--- src/rtl/sclk_ratio_pkg.sv ---
package sclk_ratio_pkg;

    // Enable-tracking states of the divider
    typedef enum logic [0:0] {
        ST_IDLE = 1'b0,
        ST_RUN  = 1'b1
    } div_state_e;

endpackage

--- src/rtl/sclk_prescale.sv ---
// First stage: emits a tick every half_div cycles while not cleared.
module sclk_prescale #(
    parameter int HALF_W = 7
) (
    input  logic              clk,
    input  logic              rst_n,
    input  logic              clear,
    input  logic [HALF_W-1:0] half_div,
    output logic              tick
);
    logic [HALF_W-1:0] cnt_q;
    logic              at_end;

    assign at_end = (cnt_q == half_div - HALF_W'(1));
    assign tick   = !clear && at_end;

    always_ff @(posedge clk) begin
        if (!rst_n || clear) begin
            cnt_q <= '0;
        end else if (at_end) begin
            cnt_q <= '0;
        end else begin
            cnt_q <= cnt_q + HALF_W'(1);
        end
    end
endmodule

--- src/rtl/sclk_rate_count.sv ---
// Second stage: counts rate_lim+1 prescale ticks per half bit period.
module sclk_rate_count #(
    parameter int RATE_W = 8
) (
    input  logic              clk,
    input  logic              rst_n,
    input  logic              clear,
    input  logic              tick,
    input  logic [RATE_W-1:0] rate_lim,
    output logic              toggle
);
    logic [RATE_W-1:0] rcnt_q;

    assign toggle = tick && (rcnt_q == rate_lim);

    always_ff @(posedge clk) begin
        if (!rst_n || clear) begin
            rcnt_q <= '0;
        end else if (toggle) begin
            rcnt_q <= '0;
        end else if (tick) begin
            rcnt_q <= rcnt_q + RATE_W'(1);
        end
    end
endmodule

--- src/rtl/sclk_ratio_gen.sv ---
module sclk_ratio_gen
    import sclk_ratio_pkg::*;
#(
    parameter int PRE_W  = 8,
    parameter int RATE_W = 8
) (
    input  logic              clk,
    input  logic              rst_n,
    input  logic              enable,
    input  logic              polarity,
    input  logic [PRE_W-1:0]  prescale,
    input  logic [RATE_W-1:0] rate,
    output logic              sclk,
    output logic              rise_stb,
    output logic              fall_stb
);
    localparam int HALF_W = PRE_W - 1;

    div_state_e        st_q, st_d;
    logic              run_now;
    logic [HALF_W-1:0] half_in, half_eff;
    logic [HALF_W-1:0] cfg_half_q;
    logic [RATE_W-1:0] cfg_rate_q;
    logic              tick, toggle;
    logic              phase_q, rise_q, fall_q;

    // Prescale bit 0 dropped; zero half-divisor clamped to one (divide by 2)
    assign half_in  = prescale[PRE_W-1:1];
    assign half_eff = (half_in == '0) ? HALF_W'(1) : half_in;

    // State register
    always_ff @(posedge clk) begin
        if (!rst_n) begin
            st_q <= ST_IDLE;
        end else begin
            st_q <= st_d;
        end
    end

    // Next-state logic: IDLE_TO_RUN on enable, RUN_TO_IDLE on disable
    always_comb begin
        st_d = st_q;
        unique case (st_q)
            ST_IDLE: if (enable)  st_d = ST_RUN;
            ST_RUN:  if (!enable) st_d = ST_IDLE;
            default: st_d = ST_IDLE;
        endcase
    end

    assign run_now = (st_q == ST_RUN);

    // Configuration capture, open only while idle
    always_ff @(posedge clk) begin
        if (!rst_n) begin
            cfg_half_q <= HALF_W'(1);
            cfg_rate_q <= '0;
        end else if (!run_now) begin
            cfg_half_q <= half_eff;
            cfg_rate_q <= rate;
        end
    end

    sclk_prescale #(.HALF_W(HALF_W)) prescale_i (
        .clk      (clk),
        .rst_n    (rst_n),
        .clear    (!run_now),
        .half_div (cfg_half_q),
        .tick     (tick)
    );

    sclk_rate_count #(.RATE_W(RATE_W)) rate_i (
        .clk      (clk),
        .rst_n    (rst_n),
        .clear    (!run_now),
        .tick     (tick),
        .rate_lim (cfg_rate_q),
        .toggle   (toggle)
    );

    // Output process: clock phase and edge strobes
    always_ff @(posedge clk) begin
        if (!rst_n || !run_now) begin
            phase_q <= 1'b0;
            rise_q  <= 1'b0;
            fall_q  <= 1'b0;
        end else begin
            rise_q <= toggle && (phase_q == polarity);
            fall_q <= toggle && (phase_q != polarity);
            if (toggle) begin
                phase_q <= !phase_q;
            end
        end
    end

    assign sclk     = phase_q ^ polarity;
    assign rise_stb = rise_q;
    assign fall_stb = fall_q;
endmodule

--- config.mk ---
export PLATFORM = sky130hd
export DESIGN_NAME = sclk_ratio_gen
export DESIGN_NICKNAME = d
export VERILOG_FILES = /design/src/rtl/sclk_ratio_pkg.sv /design/src/rtl/sclk_prescale.sv /design/src/rtl/sclk_rate_count.sv /design/src/rtl/sclk_ratio_gen.sv
export SDC_FILE = /design/constraint.sdc
export NUM_CORES = 1
export LEC_CHECK = 0
export ABC_AREA = 1
export BUFFER_PORTS_ARGS = -buffer_cell sky130_fd_sc_hd__buf_2
export CORE_MARGIN = 3
export CORE_UTILIZATION = 59
export CTS_BUF_LIST = sky130_fd_sc_hd__clkbuf_4
export DETAILED_ROUTE_END_ITERATION = 10
export PLACE_DENSITY = 0.88
export SYNTH_ARGS = -nofsm -noshare
export SYNTH_HDL_FRONTEND = slang
export SYNTH_HIERARCHICAL = 1
export SYNTH_SLANG_ARGS = --single-unit
export TNS_END_PERCENT = 1
--- constraint.sdc ---
create_clock -name clk -period 3.1 [get_ports clk]
set_clock_uncertainty 0.05 [all_clocks]
set_input_delay 0.31 -clock clk [delete_from_list [all_inputs] [get_ports clk]]
set_output_delay 0.31 -clock clk [all_outputs]
set_load 0.05 [all_outputs]
; Yosys cells after proc, flatten, opt, wreduce, memory -nomap -nowiden
; Index checks and enable logic that the tools add are counted.
[word_totals]
register_bits = 34
in_bits = 20
wordCells = 29
[classes]
addsub = 3
n_eq_ne = 4
n_mux = 2
bitwise_logic = 1
n_reduce_logical = 11
[op_table]
columns = operator, count
row1 = $add A8 B1 Y8 const B, 1
row2 = $eq A8 B8 Y1, 1
row3 = $add A7 B1 Y7 const B, 1
row4 = $eq A7 B7 Y1, 1
row5 = $logic_not A7 Y1, 1
row6 = $mux W7, 1
row7 = $sub A7 B1 Y7 const B, 1
row8 = $logic_and A1 B1 Y1, 4
row9 = $reduce_or A2 Y1, 2
row10 = $logic_not A1 Y1, 3
row11 = $eq A1 B1 Y1, 1
row12 = $logic_or A1 B1 Y1, 1
row13 = $mux W1, 1
row14 = $ne A1 B1 Y1, 1
row15 = $xor A1 B1 Y1, 1

; Logic depth before layout (Yosys ltp)
; Gate-level depths: netlist of run 1.
[logic_depth]
depth_word = 5
mapped_depth = 20

; Modules after synthesis
; Netlist of run 1, hierarchy kept.
[by_module_without_submodules]
columns = module, n_inst, cells_each, area_each_um2
row1 = sclk_ratio_gen, 1, 86, 696.9
row2 = sclk_prescale, 1, 88, 581.8
row3 = sclk_rate_count, 1, 80, 510.5

; Least setup slack after synthesis of run 1
; Ideal clock, no wire load.
[synth_timing]
kind = flip-flop to flip-flop
from = reg cfg_half_q[0]
to = reg phase_q
arrival_ns = 2.164
t_required_ns = 2.935
path_slack_ns = 0.771
path_stages_with_launch = 18
period_less_slack_ns = 2.329
cell_sequence = dfxtp_1 > inv_2 > ha_1 > xor2_1 > nand2_1 > inv_1 > nand3b_1 > nor2_1 > nand3_1 > nor2_1 > inv_1 > a21oi_1 > nand2_1 > nor2_2 > nand3_2 > inv_1 > xnor2_1 > nor2_1
[synth_between]
elab_chain_len = 4
[synth_lines]
columns = element, line
row1 = start: declaration, sclk_ratio_gen.sv:22  ; logic [HALF_W-1:0] cfg_half_q;
row2 = start signal: assignment, sclk_ratio_gen.sv:58  ; cfg_half_q <= half_eff;
row3 = $sub A7 B1 Y7, sclk_prescale.sv:14  ; assign at_end = (cnt_q == half_div - HALF_W'(1));
row4 = $eq A7 B7 Y1, sclk_prescale.sv:14
row5 = $logic_and A1 B1 Y1, sclk_prescale.sv:15  ; assign tick = !clear && at_end;
row6 = named net tick, sclk_ratio_gen.sv:24  ; logic tick, toggle;
row7 = $logic_and A1 B1 Y1, sclk_rate_count.sv:14  ; assign toggle = tick && (rcnt_q == rate_lim);
row8 = named net toggle, sclk_ratio_gen.sv:24
row9 = end signal: assignment, sclk_ratio_gen.sv:90  ; phase_q <= !phase_q;
row10 = end: declaration, sclk_ratio_gen.sv:25  ; logic phase_q, rise_q, fall_q;
; The timed path passes the listed nets, and every way through them passes these cells.
; A chain may end at the register's enable or synchronous reset.

; Worst setup path after layout of run 1
; Same ends and word-level chain as after synthesis.

==> results.toml, run 1 <==
[outcome]
outcome = "completed"

[setup_path]
timing.critical_path.from_type = "flop"
path_cells = "inv_2, ha_1, xor2_1, nand2_1, inv_1, nand3b_1, nor2_1, nand3_1, nor2_1, buf_4, inv_1, a21oi_1, nand2_1, nor2_2, nand3_2, inv_1, xnor2_1, nor2_1"
critical-path-top-delay-family = "simple AND/OR/NAND/NOR gates"
max_fanout_on_critical_path = 6
critical_path.endpoint_type = "flop"
critical_path.n_buffers_inverters = 5
worst_ep_required_time_ns = 3.29
max_incr_delay_on_cp_ns = 0.40
worstSetupPathType = "flop to flop"
crit_path_start = "cfg_half_q[0]$_SDFFE_PN1N_"
crit_path_top_delay_cell = "sky130_fd_sc_hd__dfxtp_1"
worst-endpoint-arrival_ns = 2.72
rr_startpoint = "cfg_half_q[0]$_SDFFE_PN1N_"

[route]
routed_via_density = 5.02
dr.first_iter.drc_count = 66
drtAntennaViolNets = 0
drt_pass1_iterations = 4
wl_per_cell_um = 10.8
route.vias.total = 1557
route.detailed.drc = 0
wirelength_um = 3360

[sta]
finalWorstPathRequiredPeriod_ns = 2.53
setup_tns_ns = 0
fmaxAchievable_mhz = 395
min_period_over_period_pct = 81.6
timing.final.setup_violations = 0
finalMaxSlewViolations = 0
grt_setup_unrepaired = "false"
report.final.hold_viol_count = 0
finalHoldWorstSlack_ns = 0.0858
worst_pin_slew_ns = 0.462
timing.max_slew.rel_slack_pct = 69.2

[grt]
global_route_wire_length_before_repair_um = 5680
grt_remaining_overflow = 0
number_of_antenna_violations_at_the_first_check_in_global_routing = 0
gr-usage-all-layers_pct = 20.5
grt_start_max_net_pins = 28
grt_pass1_vias = 1357

[die]
ios = 23
std_cell_rows = 19
die_width_um = 61.1
dieHeight_um = 61.1
full_die_area_sq_mm = 0.00373
start_util_pct = 63.2
core_region_area_sq_mm = 0.00283

[final_layout]
filler_cell_count = 236
diodes = 0
num-nets-final = 301
layout-drive-gt1-share_pct = 19.4
flow.area_growth_from_synthesis_pct = 9.23
post-route-util_pct = 69.1

[clocking]
cts_tree = "yes"
cts_repair_resize_count = 0
cts.clk_slew.worst_paths_ns = 0.11
insertion_delay_ns = 0.34
cts_post_setup_buffers_inserted = 0
maximum_number_of_buffers_from_clock_root_to_sink = 2
clock_sinks = 34
cts-htree-levels = 2
cts_inserted_buffers = 5
clock-root-buffer = "sky130_fd_sc_hd__clkbuf_4"
hold_buffers = 0

[logic_synthesis]
synth_top_area_share_pct = 38.0
synth-edff-count = 0
synthesized_cell_area_sq_mm = 0.00179
synth_seq_cells = 34
synth_fp_nets = 277
synthDistinctLibCells = 23
most_instantiated_flip_flop_cell_in_the_synthesis_netlist = "sky130_fd_sc_hd__dfxtp_1"
synth_cells = 254
yosys-top-cells-count = "sky130_fd_sc_hd__nand2_1 (53), sky130_fd_sc_hd__nor2_1 (40), sky130_fd_sc_hd__dfxtp_1 (34)"
yosys-top-cells-area = "sky130_fd_sc_hd__dfxtp_1 (38%), sky130_fd_sc_hd__nand2_1 (11%), sky130_fd_sc_hd__nor2_1 (8.4%)"
synth_most_common_cell = "sky130_fd_sc_hd__nand2_1"
synth-seq-area-share_pct = 38.0
postSynthAreaPerCell_sq_um = 7.04
yosysWarningCount = 6
async_reset_ff_share_pct = 0
yosys.area.top_type = "sky130_fd_sc_hd__dfxtp_1"

[placed_design]
gp_routability_congestion = 0.844
detailed_place_hpwl_um = 2480
numPortBuffers = 21

[min_path]
worstHoldPathType = "input pin to flop"
min-delay-start = "enable"

[power_and_ir_drop]
maximum_vdd_drop_v = 0.000361
p_leak_nw = 0.898
pwr_density_cell_mw_per_mm2 = 417

[flow_run]
maxCapViolCount = 0
## registers in the layout (all words and copies together), names as in the netlist
name / cells
run_now: 1
cfg_half_q: 7
fall_stb: 1
cfg_rate_q: 8
rate_i/rcnt_q: 8
prescale_i/cnt_q: 7
rise_stb: 1
phase_q: 1
## per-stage QoR
stage | instance area [sq um] | total power [mW] | cells | setup slack (ns)
2_1_floorplan | 1790 | 0.561 | 254 | 0.771
6_report | 1950 | 0.815 | 310 | 0.571
3_3_place_gp | 1900 | 0.585 | 302 | 0.666
3_5_place_dp | 1900 | 0.589 | 302 | 0.611
4_1_cts | 1950 | 0.821 | 310 | 0.598
5_1_grt | 1950 | 0.858 | 310 | 0.284
## area by class of cell
| class | count | area (sq um) | share of cell area, % |
|---|---|---|---|
| clock inverter | 3 | 16.3 | 0.832 |
| tap | 31 | 38.8 | 1.98 |
| sequential | 34 | 681 | 34.8 |
| multi-input combinational | 181 | 937 | 48.0 |
| timing repair buffer | 23 | 120 | 6.15 |
| clock buffer | 5 | 37.5 | 1.92 |
| inverter | 33 | 124 | 6.34 |
## report_power, final
part,internal [mW],switching [mW]
Sequential,0.452,0.0131
Combinational,0.0447,0.0699
Clock,0.0842,0.152
## final timing paths
check                                    end  slack (ns)  cells past startpoint
hold / removal            run_now$_SDFF_PN0_        0.09                      3
setup reg to reg        phase_q$_SDFFE_PP0P_        0.57                     18
hold reg to reg   cfg_rate_q[2]$_SDFFE_PN0N_        0.42                      2
setup / recovery        phase_q$_SDFFE_PP0P_        0.57                     18
## kinds of logic (layout without fill, tap and decap cells)
logic type / count (synthesis) / count (layout) / synth area share [%]
AOI/OAI and AO/OA: 11 / 11 / 3.08
adders and majority gates: 3 / 3 / 2.10
and+or+nand+nor: 148 / 148 / 37.9
buffers and inverters: 39 / 64 / 9.58
xor gates and xnor gates: 19 / 19 / 9.30
DFF: 34 / 34 / 38.0
## worst reg2reg max path, cell delays in order, from the launching register on
cell and delay [ns]:
sky130_fd_sc_hd__dfxtp_1 0.40, sky130_fd_sc_hd__inv_2 0.08, sky130_fd_sc_hd__ha_1 0.31, sky130_fd_sc_hd__xor2_1 0.22, sky130_fd_sc_hd__nand2_1 0.08, sky130_fd_sc_hd__inv_1 0.06
sky130_fd_sc_hd__nand3b_1 0.08, sky130_fd_sc_hd__nor2_1 0.09, sky130_fd_sc_hd__nand3_1 0.07, sky130_fd_sc_hd__nor2_1 0.10, sky130_fd_sc_hd__buf_4 0.15, sky130_fd_sc_hd__inv_1 0.06
sky130_fd_sc_hd__a21oi_1 0.11, sky130_fd_sc_hd__nand2_1 0.07, sky130_fd_sc_hd__nor2_2 0.11, sky130_fd_sc_hd__nand3_2 0.12, sky130_fd_sc_hd__inv_1 0.12, sky130_fd_sc_hd__xnor2_1 0.12
sky130_fd_sc_hd__nor2_1 0.05
## per-layer routing
| layer | track usage, % | share of wire [%] |
|---|---|---|
| met1 | 28.0 | 50 |
| met2 | 31.0 | 42 |
| met3 | 5.66 | 5.9 |
| met5 | 0 | 0 |
| met4 | 7.43 | 1.3 |
## placed cells by master (no fill, tap or decap), drive strengths merged
cell and count:
a21oi 3, buf 23, clkbuf 5, clkinv 2
clkinvlp 1, dfxtp 34, ha 3, inv 33
nand2 59, nand3 26, nand3b 3, nand4 3
nor2 54, nor3 2, nor3b 1, o21ai 8
xnor2 4, xor2 15
(Power assumes the default switching activity.)
==> inputs of run 2 (changes only) <==
- clock period: 3.1 -> 2.58 ns (I/O delays scaled with it)
==> run 2 against run 1 <==
Core utilization up 1.5 points. Sequential power increased by 20%. Cell count is the same. Critical endpoint unchanged. Clock power grew 69%. Hold slack worse by 0.036 ns. Largest power group unchanged. Clock-buffer cell count grew 2. Wire length up 3.7%. Die area unchanged. Via count is 1.7% higher. Largest cell class unchanged. Design area rose by 2.2%. Combinational power up 23%. First-iteration DRC count up 15%.
==> results.toml, run 2 (synthesized netlist as in run 1, its figures left out) <==
[setup_path]
worst_ep_required_time_ns = 2.76
critical_path.endpoint_type = "flop"
max_fanout_on_critical_path = 3
timing.critical_path.from_type = "flop"
worst-endpoint-arrival_ns = 2.54
worstSetupPathType = "flop to flop"

[grt]
grt_remaining_overflow = 0
grt_start_max_net_pins = 28
global_route_wire_length_before_repair_um = 5800
number_of_antenna_violations_at_the_first_check_in_global_routing = 0
grt_pass1_vias = 1380
gr-usage-all-layers_pct = 21.2

[sta]
worst_pin_slew_ns = 0.459
finalHoldWorstSlack_ns = 0.0497
fmaxAchievable_mhz = 423
finalWorstPathRequiredPeriod_ns = 2.36
setup_tns_ns = 0
timing.max_slew.rel_slack_pct = 69.4
timing.final.setup_violations = 0
finalMaxSlewViolations = 0
grt_setup_unrepaired = "false"
report.final.hold_viol_count = 0
min_period_over_period_pct = 91.6

[final_layout]
diodes = 0
num-nets-final = 301
final_common_cell = "sky130_fd_sc_hd__nand2_1"
top_regs = "cfg_rate_q: 8 flops, rate_i/rcnt_q: 8 flops"
layout-drive-gt1-share_pct = 21.1
flow.area_growth_from_synthesis_pct = 11.6
stdcell_area_sq_mm = 0.00200
filler_cell_count = 231
final_cell_mix = "sky130_fd_sc_hd__nand2_1 (53), sky130_fd_sc_hd__nor2_1 (39), sky130_fd_sc_hd__dfxtp_1 (33)"

[power_and_ir_drop]
combPwrFrac_pct = 12.8
maximum_vdd_drop_v = 0.000381
total_power_mw = 1.10
cellInternalPower_mw = 0.825
share_clk_of_total_power_pct = 36.4
p_leak_nw = 0.915
pwr_density_cell_mw_per_mm2 = 551
sequentialPowerShare_pct = 50.8
switching_power_mw = 0.275
power.switching_fraction_pct = 25.0

[route]
drtAntennaViolNets = 0
wirelength_um = 3480
route.detailed.drc = 0
routed_via_density = 5.11
wl_per_cell_um = 11.2
route.vias.total = 1583
drt_pass1_iterations = 4
dr.first_iter.drc_count = 76

[clocking]
maximum_number_of_buffers_from_clock_root_to_sink = 2
cts_inserted_buffers = 5
clock-root-buffer = "sky130_fd_sc_hd__clkbuf_4"
cts.clk_slew.worst_paths_ns = 0.10
clock_sinks = 34
cts-htree-levels = 2
insertion_delay_ns = 0.34
cts_tree = "yes"

[die]
die_width_um = 61.1
dieHeight_um = 61.1
start_util_pct = 63.2
full_die_area_sq_mm = 0.00373
ios = 23
core_region_area_sq_mm = 0.00283
std_cell_rows = 19

[flow_run]
maxCapViolCount = 0

[placed_design]
dpl_cell_area_sq_mm = 0.00190
gp_routability_congestion = 0.830
numPortBuffers = 21
detailed_place_hpwl_um = 2540

[min_path]
worstHoldPathType = "input pin to flop"

[outcome]
outcome = "completed"
[run 2: changes by cell type in the layout (fill, tap and decap cells not counted), sizes merged]
cell and change:
bufinv +1, clkbuf +2, clkinvlp -1, clkinv -2
[run 2: power by group through the flow]
stage                     registers (mW)  clock network (mW)  logic [mW]
after floorplan                    0.567                   0       0.108
after global placement             0.570                   0       0.132
after detailed placement           0.571                   0       0.137
after CTS                          0.558               0.411       0.138
after global routing               0.562               0.431       0.161
final                              0.559               0.400       0.141
[run 2: what timing repair did]
action,in CTS,in global routing
endpoints found under the setup margin,0,4
hold buffers,0,0
gates resized for setup,0,4
setup buffers,0,0
[run 2: worst max-delay path, cell delays in order, from the launching register on]
cell and delay [ns]:
sky130_fd_sc_hd__dfxtp_1 0.37, sky130_fd_sc_hd__inv_1 0.06, sky130_fd_sc_hd__ha_2 0.34, sky130_fd_sc_hd__xor2_2 0.15, sky130_fd_sc_hd__nand2_1 0.07, sky130_fd_sc_hd__inv_1 0.05, sky130_fd_sc_hd__nand3b_1 0.07, sky130_fd_sc_hd__nor2_1 0.08
sky130_fd_sc_hd__nand3_1 0.09, sky130_fd_sc_hd__nor2_2 0.12, sky130_fd_sc_hd__inv_1 0.07, sky130_fd_sc_hd__a21oi_1 0.13, sky130_fd_sc_hd__nand2_1 0.08, sky130_fd_sc_hd__nor2_2 0.13, sky130_fd_sc_hd__nand3_2 0.12, sky130_fd_sc_hd__inv_1 0.12
sky130_fd_sc_hd__xnor2_1 0.12, sky130_fd_sc_hd__nor2_1 0.05
[run 2: path summary, 6_finish.rpt]
path | startpoint | to | slack (ns) | cells after the start
max | cfg_half_q[1]$_SDFFE_PN0N_ | phase_q$_SDFFE_PP0P_ | 0.22 | 17
min | enable | run_now$_SDFF_PN0_ | 0.05 | 3
max reg2reg | cfg_half_q[1]$_SDFFE_PN0N_ | phase_q$_SDFFE_PP0P_ | 0.22 | 17
min reg2reg | cfg_rate_q[2]$_SDFFE_PN0N_ | cfg_rate_q[2]$_SDFFE_PN0N_ | 0.43 | 2
[run 2: final cells by class]
class,instances,area [sq um],share of cell area (%)
multi-input cells,181,950,47.6
clock buffers,7,52.6,2.63
inverters,33,124,6.20
flip-flops and latches,34,682,34.1
well taps,31,38.8,1.94
clock inverters,1,30.0,1.50
repair buffers,23,120,6.02
[run 2: per-layer routing]
metal | vias to the layer above | global-route usage (%) | part of all wire, %
met1 | 702 | 28.3 | 49
met3 | 7 | 6.08 | 6.6
met4 | 0 | 11.5 | 1.8
met2 | 43 | 30.8 | 43
li1 | 831 | - | -
met5 | - | 0 | 0
[run 2: metrics by stage]
stage / cells / setup WS, ns / util, %
after floorplan: 254 / 0.251 / -
after detailed placement: 302 / 0.143 / 67.2
after CTS: 310 / 0.124 / 70.1
final: 310 / 0.218 / 70.6
after global routing: 310 / 0.0303 / 70.6
after global placement: 302 / 0.232 / 67.2
==> inputs of run 3 (changes only) <==
- CORE_UTILIZATION: 59 -> 50
- PLACE_DENSITY: 0.88 -> 0.78
==> run 3 against run 2 <==
Die area increased by 16%. Cell count increased by 4.8%. Sequential power about the same. Critical endpoint unchanged. Non-clock buffer count unchanged. Largest power group unchanged.
==> results.toml, run 3 (synthesized netlist as in run 1, its figures left out) <==
[final_layout]
flow.area_growth_from_synthesis_pct = 12.2
post-route-util_pct = 59.2
top_regs = "cfg_rate_q: 8 flops, rate_i/rcnt_q: 8 flops"
diodes = 0
final_common_cell = "sky130_fd_sc_hd__nand2_1"
num-nets-final = 301
final_cell_mix = "sky130_fd_sc_hd__nand2_1 (53), sky130_fd_sc_hd__nor2_1 (40), sky130_fd_sc_hd__dfxtp_1 (32)"
layout-drive-gt1-share_pct = 21.1

[clocking]
hold_buffers = 0
insertion_delay_ns = 0.33
cts-htree-levels = 2
maximum_number_of_buffers_from_clock_root_to_sink = 2
clock-root-buffer = "sky130_fd_sc_hd__clkbuf_4"
cts_tree = "yes"
cts.clk_slew.worst_paths_ns = 0.10
cts_post_setup_buffers_inserted = 0
clock_sinks = 34
cts_inserted_buffers = 5

[power_and_ir_drop]
maximum_vdd_drop_v = 0.000281
total_power_mw = 1.10
pwr_density_cell_mw_per_mm2 = 546
p_leak_nw = 0.912

[route]
wl_per_cell_um = 10.4
routed_via_density = 4.81
met3_length_um = 225
route.detailed.drc = 0
drt_pass1_iterations = 4
highest_layer = "met4"
dr.first_iter.drc_count = 81
route.vias.total = 1562
drtAntennaViolNets = 0
wirelength_um = 3380
met1Wirelength_um = 1650
dr_wl_met2_um = 1440

[placed_design]
numPortBuffers = 21
detailed_place_hpwl_um = 2480
gp_routability_congestion = 0.826
place_ws_ns = 0.167

[sta]
min_period_over_period_pct = 91.1
setup_tns_ns = 0
timing.max_slew.rel_slack_pct = 70.8
timing.final.setup_violations = 0
finalHoldWorstSlack_ns = 0.0710
worst_pin_slew_ns = 0.438
grt_setup_unrepaired = "false"
report.final.hold_viol_count = 0
finalWorstPathRequiredPeriod_ns = 2.35
finalWorstSetupSlack_ns = 0.230
finalMaxSlewViolations = 0
fmaxAchievable_mhz = 426

[setup_path]
worstSetupPathType = "flop to flop"
max_incr_delay_on_cp_ns = 0.37
critical_path_s_most_frequent_cell = "sky130_fd_sc_hd__nor2_1"
critical-path-top-delay-family = "simple AND/OR/NAND/NOR gates"
worst_ep_required_time_ns = 2.75
timing.critical_path.from_type = "flop"
critical_path.endpoint_type = "flop"
max_fanout_on_critical_path = 4
crit_path_top_delay_cell = "sky130_fd_sc_hd__dfxtp_2"
worst-endpoint-arrival_ns = 2.52
critical_path.n_buffers_inverters = 4
path_cells = "inv_2, ha_2, xor2_1, nand2_1, inv_1, nand3b_1, nor2_1, nand3_1, nor2_1, inv_1, a21oi_1, nand2_1, nor2_2, nand3_2, inv_2, xnor2_1, nor2_1"

[die]
die_width_um = 65.8
ios = 23
std_cell_rows = 21
core_region_area_sq_mm = 0.00339
dieHeight_um = 65.8
start_util_pct = 52.8
full_die_area_sq_mm = 0.00433

[grt]
grt_remaining_overflow = 0
number_of_antenna_violations_at_the_first_check_in_global_routing = 0
grt_pass1_vias = 1372
global_route_wire_length_before_repair_um = 5760
gr-usage-all-layers_pct = 17.1
grt_start_max_net_pins = 28

[outcome]
outcome = "completed"

[min_path]
worstHoldPathType = "input pin to flop"

[flow_run]
maxCapViolCount = 0
## run 3: metrics by stage
step	cells	cell area, sq um
floorplan	254	1790
global placement	317	1920
detailed placement	317	1920
CTS	325	2000
global route	325	2010
finish	325	2010
## run 3: worst paths after layout
check             cells after the start                        from                         end  slack (ns)
setup / recovery                     17  cfg_half_q[0]$_SDFFE_PN1N_        phase_q$_SDFFE_PP0P_        0.23
setup reg to reg                     17  cfg_half_q[0]$_SDFFE_PN1N_        phase_q$_SDFFE_PP0P_        0.23
hold / removal                        3                      enable          run_now$_SDFF_PN0_        0.07
hold reg to reg                       2  cfg_rate_q[7]$_SDFFE_PN0N_  cfg_rate_q[7]$_SDFFE_PN0N_        0.43
## run 3: routing by layer
metal	track usage (%)	vias up
met5	0	-
met4	6.22	0
met3	3.06	7
met2	26.4	45
met1	23.8	683
li1	-	827
## run 3: report_power, final
group / internal (mW) / switching (mW) / total [mW]
registers: 0.543 / 0.0152 / 0.558
clock network: 0.227 / 0.172 / 0.399
logic: 0.0542 / 0.0841 / 0.138
## run 3: final cells by class
class / instances / area [sq um]
Clock buffer: 7 / 52.6
Clock inverter: 1 / 30.0
Fill cell: 332 / 1380
Inverter: 33 / 124
Multi-Input combinational cell: 181 / 940
Sequential cell: 34 / 683
Tap cell: 46 / 57.6
Timing Repair Buffer: 23 / 120
## run 3: worst reg2reg max path, delay by kind of cell (launching register included)
kind	cells	cell delay, ns
AND/OR/NAND/NOR	9	0.82
buffers and inverters	4	0.28
AO/OA/AOI/OAI	1	0.12
adder cells (fa/ha/maj)	1	0.32
flip-flops	1	0.37
XOR/XNOR	2	0.30
## run 3: what timing repair did
action	CTS	global route
setup endpoints to repair	0	4
endpoints found under the hold margin	0	0
gates resized for setup	0	4
